File: src/rtl/lb_pkg.sv
package lb_pkg;
  typedef enum logic {
    LB_LOAD   = 1'b0,
    LB_RECIRC = 1'b1
  } lb_mode_e;
endpackage

File: src/rtl/lb_ctrl.sv
module lb_ctrl
  import lb_pkg::*;
(
  input  logic     shift_i,
  input  logic     recirc_i,
  output logic     adv_o,
  output lb_mode_e mode_o
);
  always_comb begin
    adv_o  = shift_i;
    mode_o = recirc_i ? LB_RECIRC : LB_LOAD;
  end
endmodule

File: src/rtl/lb_shift_lane.sv
module lb_shift_lane
  import lb_pkg::*;
#(
  parameter int DEPTH = 80  // must be >= 2
) (
  input  logic     clk_i,
  input  logic     rst_ni,
  input  logic     adv_i,
  input  lb_mode_e mode_i,
  input  logic     din_i,
  output logic     tap_o
);
  logic [DEPTH-1:0] stg_q;
  logic             feed;

  always_comb feed = (mode_i == LB_RECIRC) ? stg_q[DEPTH-1] : din_i;

  always_ff @(posedge clk_i or negedge rst_ni) begin
    if (!rst_ni)    stg_q <= '0;
    else if (adv_i) stg_q <= {stg_q[DEPTH-2:0], feed};
  end

  assign tap_o = stg_q[DEPTH-1];

  AST_LOAD_ENTRY: assert property (@(posedge clk_i) disable iff (!rst_ni)
    (adv_i && mode_i == LB_LOAD) |=> stg_q[0] == $past(din_i));
  AST_RECIRC_WRAP: assert property (@(posedge clk_i) disable iff (!rst_ni)
    (adv_i && mode_i == LB_RECIRC) |=> stg_q[0] == $past(stg_q[DEPTH-1]));
  AST_STATIC_HOLD: assert property (@(posedge clk_i) disable iff (!rst_ni)
    !adv_i |=> $stable(stg_q));
endmodule

File: src/rtl/lb_bus_drive.sv
module lb_bus_drive #(
  parameter int W        = 8,
  parameter bit HAS_OSEL = 1'b1
) (
  input  logic [W-1:0] data_i,
  input  logic         osel_i,
  output logic [W-1:0] data_o,
  output logic         oe_o
);
  assign data_o = data_i;
  generate
    if (HAS_OSEL) begin : g_osel
      assign oe_o = ~osel_i;
    end else begin : g_fixed
      logic unused_osel;
      assign unused_osel = osel_i;
      assign oe_o = 1'b1;
    end
  endgenerate
endmodule

File: src/rtl/lb_line_buffer.sv
module lb_line_buffer
  import lb_pkg::*;
#(
  parameter int NUM_LANES = 8,
  parameter int DEPTH     = 80,
  parameter bit HAS_OSEL  = 1'b1
) (
  input  logic                 clk_i,
  input  logic                 rst_ni,
  input  logic                 shift_i,
  input  logic                 recirc_i,
  input  logic                 osel_i,
  input  logic [NUM_LANES-1:0] data_i,
  output logic [NUM_LANES-1:0] data_o,
  output logic                 oe_o
);
  logic                 adv;
  lb_mode_e             mode;
  logic [NUM_LANES-1:0] tap;

  lb_ctrl i_ctrl (
    .shift_i (shift_i),
    .recirc_i(recirc_i),
    .adv_o   (adv),
    .mode_o  (mode)
  );

  for (genvar k = 0; k < NUM_LANES; k++) begin : g_lane
    lb_shift_lane #(.DEPTH(DEPTH)) i_lane (
      .clk_i (clk_i),
      .rst_ni(rst_ni),
      .adv_i (adv),
      .mode_i(mode),
      .din_i (data_i[k]),
      .tap_o (tap[k])
    );
  end

  lb_bus_drive #(.W(NUM_LANES), .HAS_OSEL(HAS_OSEL)) i_drive (
    .data_i(tap),
    .osel_i(osel_i),
    .data_o(data_o),
    .oe_o  (oe_o)
  );

  AST_RESET_CLEAR: assert property (@(posedge clk_i) disable iff (!rst_ni)
    $rose(rst_ni) |-> data_o == '0);
  AST_OUT_HOLD: assert property (@(posedge clk_i) disable iff (!rst_ni)
    !shift_i |=> $stable(data_o));

  if (HAS_OSEL) begin : g_ast_osel
    AST_BUS_RELEASE: assert property (@(posedge clk_i)
      osel_i |-> !oe_o);
    AST_BUS_DRIVE: assert property (@(posedge clk_i)
      !osel_i |-> oe_o);
  end else begin : g_ast_fixed
    AST_ALWAYS_DRIVEN: assert property (@(posedge clk_i)
      osel_i |-> oe_o);
  end
endmodule

File: config.mk
export PLATFORM = sky130hd
export DESIGN_NAME = lb_line_buffer
export DESIGN_NICKNAME = d
export VERILOG_FILES = /design/src/rtl/lb_pkg.sv /design/src/rtl/lb_ctrl.sv /design/src/rtl/lb_shift_lane.sv /design/src/rtl/lb_bus_drive.sv /design/src/rtl/lb_line_buffer.sv
export SDC_FILE = /design/constraint.sdc
export NUM_CORES = 1
export LEC_CHECK = 0
export BUFFER_PORTS_ARGS = -buffer_cell sky130_fd_sc_hd__buf_2
export CAP_MARGIN = 30
export CORE_MARGIN = 5
export CORE_UTILIZATION = 58
export DETAILED_ROUTE_END_ITERATION = 16
export PLACE_DENSITY = 0.74
export SYNTH_ARGS = -nofsm -noshare
export SYNTH_HDL_FRONTEND = slang
export SYNTH_SLANG_ARGS = --single-unit
File: constraint.sdc
create_clock -name clk_i -period 1.3 [get_ports clk_i]
set_input_delay 0.065 -clock clk_i [delete_from_list [all_inputs] [get_ports clk_i]]
set_output_delay 0.065 -clock clk_i [all_outputs]
set_load 0.05 [all_outputs]
==> results of run 1 <==
## layout make-up
type / instances / share of cell area, %
Clock buffer: 93 / 6.71
Timing Repair Buffer: 101 / 4.34
Sequential cell: 640 / 59.1
Multi-Input combinational cell: 656 / 26.8
Clock inverter: 19 / 0.563
Tap cell: 532 / 2.46
Inverter: 1 / 0.0138
## layer usage
layer  vias up  global-route usage, %  wire, um
met4         0                   4.62       668
met2        98                   23.3     15300
met1      5645                   21.7     15400
met5         -                      0         0
li1       5027                      -         -
met3        56                   2.78      1120
## kinds of logic after synthesis
family	Yosys count	synth area share, %
buffers and inverters	82	3.57
DFF	640	66.3
AOI/OAI and AO/OA	8	0.166
muxes	640	29.8
and+or+nand+nor	8	0.124
## cells in the mapped netlist
cell type	number	area (um^2)
mux2_2	632	7120
a21oi_1	8	40.0
mux2i_1	8	80.1
buf_6	69	777
nor2_1	8	30.0
buf_2	3	15.0
clkbuf_2	1	5.00
buf_4	8	60.1
inv_1	1	3.75
dfrtp_1	640	16000
## layout by cell type (no fill, tap or decap), types with 2 or more instances in the layout
cell type / count
a21oi_1: 8
buf_12: 30
buf_2: 11
buf_4: 39
buf_6: 7
buf_8: 2
bufinv_16: 2
clkbuf_1: 17
clkbuf_16: 63
clkbuf_8: 13
clkinv_2: 15
dfrtp_1: 638
dfrtp_2: 2
dlygate4sd3_1: 12
mux2_2: 632
mux2i_1: 8
nor2_1: 8
## power by group through the flow
stage / logic, W / registers, W / clock network (W)
5_1_grt: 0.00500 / 0.0249 / 0.0185
2_1_floorplan: 0.00360 / 0.0243 / 0
4_1_cts: 0.00458 / 0.0246 / 0.0177
3_3_place_gp: 0.00428 / 0.0248 / 0
6_report: 0.00445 / 0.0245 / 0.0171
3_5_place_dp: 0.00450 / 0.0249 / 0
## worst max-delay path by stage
stage,end
after floorplan,g_lane[0].i_lane.stg_q[10]
after global placement,g_lane[4].i_lane.stg_q[35]
after detailed placement,g_lane[3].i_lane.stg_q[40]
after CTS,data_o[3]
after global routing,data_o[7]
final,g_lane[1].i_lane.stg_q[0]
## worst max-delay path, cell delays in order (launching register included)
cell	delay, ps
dfrtp_1	390
mux2i_1	130
dlygate4sd3_1	560
a21oi_1	60
## stage by stage
| step | hold slack (ps) | instance area [um^2] | instances |
|---|---|---|---|
| after detailed placement | -47.7 | 24900 | 1915 |
| after global routing | -60.0 | 27100 | 2042 |
| final | -67.3 | 27100 | 2042 |
| after CTS | 127 | 27100 | 2043 |
| after global placement | -43.1 | 24900 | 1915 |
| after floorplan | -231 | 24100 | 1378 |
## repair_timing
action                                  4_1_cts  5_1_grt
endpoints found under the hold margin       663       14
gates resized for setup                      14        3
endpoints found under the setup margin        8       19
buffers inserted                              2        1
==> flow_metrics.tcl, run 1 <==
set metrics [dict create \
    p_sw_w 0.0102 \
    setup_slack_ps 39.8 \
    crit_type "reg -> reg" \
    start_util_pct 58.9 \
    p_sw_share_pct 22.1 \
    power_w 0.0461 \
    grtUsageTotal_pct 14.9 \
    r2r_slack_ps 40 \
    cts-htree-levels 2 \
    ys_warn_count 0 \
    violations "negative hold slack" \
    final_util_pct 66.1 \
    outcome "finished with violations" \
    skew_ps 16.4 \
    cap_viol_max_count 0 \
    path_max_fanout 3 \
    p_leak_nw 13.5 \
    drt_iter0_drc 399 \
    die_w_um 214 \
    cts_buffers 61 \
    antenna_left 0 \
    cts_buffer_depth 3 \
    drc 0 \
    synth_cell_types 10 \
    holdWs_ps -67.3 \
    regArea_um2 16000 \
    netlist_instances 1378 \
    drtPass1Iterations 4 \
    start_kind "flip-flop" \
    setup_violations 0 \
    gp_congestion 0.680 \
    die-area_um2 45800 \
    endpoint_kind "flip-flop" \
    finalCritPeriodShare_pct 96.9 \
    cts_tree "built" \
    hold_buffers 14 \
    fp-row-count 74 \
    syn-num-nets 1391 \
    p_int_w 0.0359 \
    root_buffer "clkbuf_16" \
    coreArea_um2 41000 \
    startpoint "g_lane[1].i_lane.stg_q[79]" \
    antenna_found_initial 0 \
    p_comb_share_pct 9.7 \
    syn_to_final_growth_pct 12.3 \
    vias 10800 \
    wl_per_cell_um 15.9 \
    insertion_delay_ps 600 \
    hp-class "in -> async" \
    tns_ps 0 \
    tightest_slew_ps 421 \
    n_antenna_cell 0 \
    clk_pin_slew_ps 60 \
    finalMaxSlewViolations 0 \
    rr_worst_depth 3 \
    seq_area_frac_synth_pct 66.3 \
    die_h_um 214 \
    fillCellCount 2809 \
    power_density_nw_per_um2 1700 \
    io_pins 22 \
    largest_register_ffs 640 \
    finalHoldViolations 14 \
    grt_overflow 0 \
    max-vdd-ir-drop_uv 1210 \
    seqPwrFrac_pct 53.2 \
    grt_pass1_wl_um 58700 \
    multi_input_area_um2 7270 \
    rr_startpoint "g_lane[1].i_lane.stg_q[79]" \
    synth_seq_cells 640 \
    clock.fmax_mhz 793 \
    slew_headroom_pct 71.9 \
    largestRegisters "g_lane.i_lane.stg_q x640" \
    worstPathArrival_ps 1750 \
    io_buffers 21 \
    layout-drive-gt1-share_pct 54.2 \
    rsz0062_at_grt "no" \
    fin_crit_ps 1260 \
    syn_area_um2 24100 \
    regMostFlops "g_lane.i_lane.stg_q" \
    r2r-end "g_lane[1].i_lane.stg_q[0]" \
    dp_hpwl_um 20000 \
    cts.sink_count 640 \
    nets 1474 \
    via_per_inst 5.30 \
    grt_max_degree 85 \
    grt_pass1_vias 11900 \
    drt-total-wl_um 32400 \
    cp.required_ps 1790 \
    avgSynthCellArea_um2 17.5 \
    clkPwrFrac_pct 37.1 \
    dp_slack_ps 121 \
]
(Power assumes the default switching activity.)
==> inputs of run 2 (changes only) <==
--- a/config.mk
+++ b/config.mk
@@ -11,6 +11,7 @@
 export CORE_UTILIZATION = 58
 export DETAILED_ROUTE_END_ITERATION = 16
 export PLACE_DENSITY = 0.74
+export SETUP_SLACK_MARGIN = 0.15
 export SYNTH_ARGS = -nofsm -noshare
 export SYNTH_HDL_FRONTEND = slang
 export SYNTH_SLANG_ARGS = --single-unit
==> flow_metrics.tcl, run 2 (synthesis gave the netlist of run 1 again) <==
set metrics [dict create \
    outcome "finished with violations" \
    violations "negative hold slack" \
    rsz0062_at_grt "yes" \
    start_util_pct 58.9 \
    slew_headroom_pct 72.0 \
    crit_type "reg -> out" \
    cts_tree "built" \
    io_pins 22 \
    antenna_found_initial 0 \
    fp-row-count 74 \
    root_buffer "clkbuf_16" \
    cap_viol_max_count 0 \
    slowest_stage "dfrtp_1" \
    gp_congestion 0.680 \
    hold_buffers 12 \
    nets 1481 \
    path_buf_inv 1 \
    skew_ps 16.8 \
    start_kind "flip-flop" \
    final_common_cell "dfrtp_1" \
    n_antenna_cell 0 \
    cp.required_ps 1240 \
    crit_family "flip-flops" \
    max-vdd-ir-drop_uv 1160 \
    tightest_slew_ps 419 \
    die_w_um 214 \
    vias 10900 \
    grt_overflow 0 \
    grt_pass1_wl_um 59000 \
    rr_startpoint "g_lane[1].i_lane.stg_q[79]" \
    worstPathCellList "buf_6" \
    clk_pin_slew_ps 60 \
    syn_to_final_growth_pct 12.8 \
    cts_buffers 61 \
    antenna_left 0 \
    drtPass1Iterations 4 \
    drt_iter0_drc 394 \
    largestRegisters "g_lane.i_lane.stg_q x640" \
    grtUsageTotal_pct 15.0 \
    clock.fmax_mhz 796 \
    io_buffers 21 \
    hp-class "in -> async" \
    grt_max_degree 85 \
    cpPeakStageDelay_ps 430 \
    endpoint_kind "output port" \
    via_per_inst 5.30 \
    finalMaxSlewViolations 0 \
    final_cell_mix "dfrtp_1, mux2_2, clkbuf_16, buf_4, buf_12" \
    drc 0 \
    cts_buffer_depth 3 \
    die-area_um2 45800 \
    insertion_delay_ps 600 \
    holdWs_ps -67.7 \
    path_max_fanout 2 \
    cts.sink_count 640 \
    worstPathArrival_ps 1190 \
    p_leak_nw 13.6 \
    layout-drive-gt1-share_pct 54.4 \
    largest_register_ffs 640 \
    coreArea_um2 41000 \
    startpoint "g_lane[7].i_lane.stg_q[79]" \
    dp_hpwl_um 20000 \
    final_util_pct 66.4 \
    fin_crit_ps 1260 \
    setup_violations 0 \
    wl_per_cell_um 16.0 \
    cts-htree-levels 2 \
    drt-total-wl_um 32800 \
    die_h_um 214 \
    tns_ps 0 \
    regMostFlops "g_lane.i_lane.stg_q" \
    power_density_nw_per_um2 1690 \
    finalHoldViolations 14 \
    finalCritPeriodShare_pct 96.6 \
    fillCellCount 2788 \
    grt_pass1_vias 12000 \
]
run 2: metrics by stage:
stage / cells / area [um^2] / setup WS, ps / total power [W] / hold WS [ps]
3_5_place_dp: 1915 / 24900 / 121 / 0.0294 / -47.7
5_1_grt: 2049 / 27200 / 0.450 / 0.0484 / -54.7
2_1_floorplan: 1378 / 24100 / 369 / 0.0279 / -231
6_report: 2049 / 27200 / 43.9 / 0.0461 / -67.7
3_3_place_gp: 1915 / 24900 / 144 / 0.0290 / -43.1
4_1_cts: 2046 / 27100 / 10.3 / 0.0468 / 113
run 2: area by class of cell:
| class | count | area (um^2) | share of cell area, % |
|---|---|---|---|
| sequential | 640 | 16000 | 58.8 |
| inverter | 1 | 3.75 | 0.0138 |
| timing repair buffer | 108 | 1300 | 4.77 |
| clock inverter | 19 | 153 | 0.561 |
| clock buffer | 93 | 1820 | 6.68 |
| tap | 532 | 666 | 2.44 |
| multi-input combinational | 656 | 7270 | 26.7 |
run 2: power by group:
part           switching [W]  total [W]  internal (W)  leakage (nW)
Combinational        0.00160    0.00449       0.00289          4.03
Sequential           0.00151     0.0245        0.0230          8.57
Clock                0.00710     0.0171       0.00999         0.985
Total                 0.0102     0.0461        0.0359          13.6
run 2: final timing paths:
kind,end,slack [ps],cells after the start
max in group asynchronous,g_lane[1].i_lane.stg_q[71],640,3
min in group clk_i,g_lane[7].i_lane.stg_q[0],320,4
hold reg to reg,g_lane[1].i_lane.stg_q[40],500,1
hold / removal,g_lane[0].i_lane.stg_q[74],-70,2
setup reg to reg,g_lane[1].i_lane.stg_q[79],270,3
setup / recovery,data_o[7],40,1
run 2: repair_timing:
| item | in CTS | in global routing |
|---|---|---|
| gates cloned | 0 | 2 |
| resized for setup | 18 | 6 |
| buffers inserted | 7 | 2 |
| setup endpoints to repair | 8 | 157 |
| pin swaps | 0 | 0 |
| hold endpoints to repair | 663 | 14 |
run 2: routing by layer:
| metal | part of all wire (%) | up-vias | global-route usage, % |
|---|---|---|---|
| met1 | 47 | 5662 | 21.6 |
| met2 | 47 | 96 | 23.6 |
| met5 | 0 | - | 0 |
| li1 | - | 5043 | - |
| met3 | 3.1 | 56 | 2.78 |
| met4 | 2.1 | 0 | 4.62 |
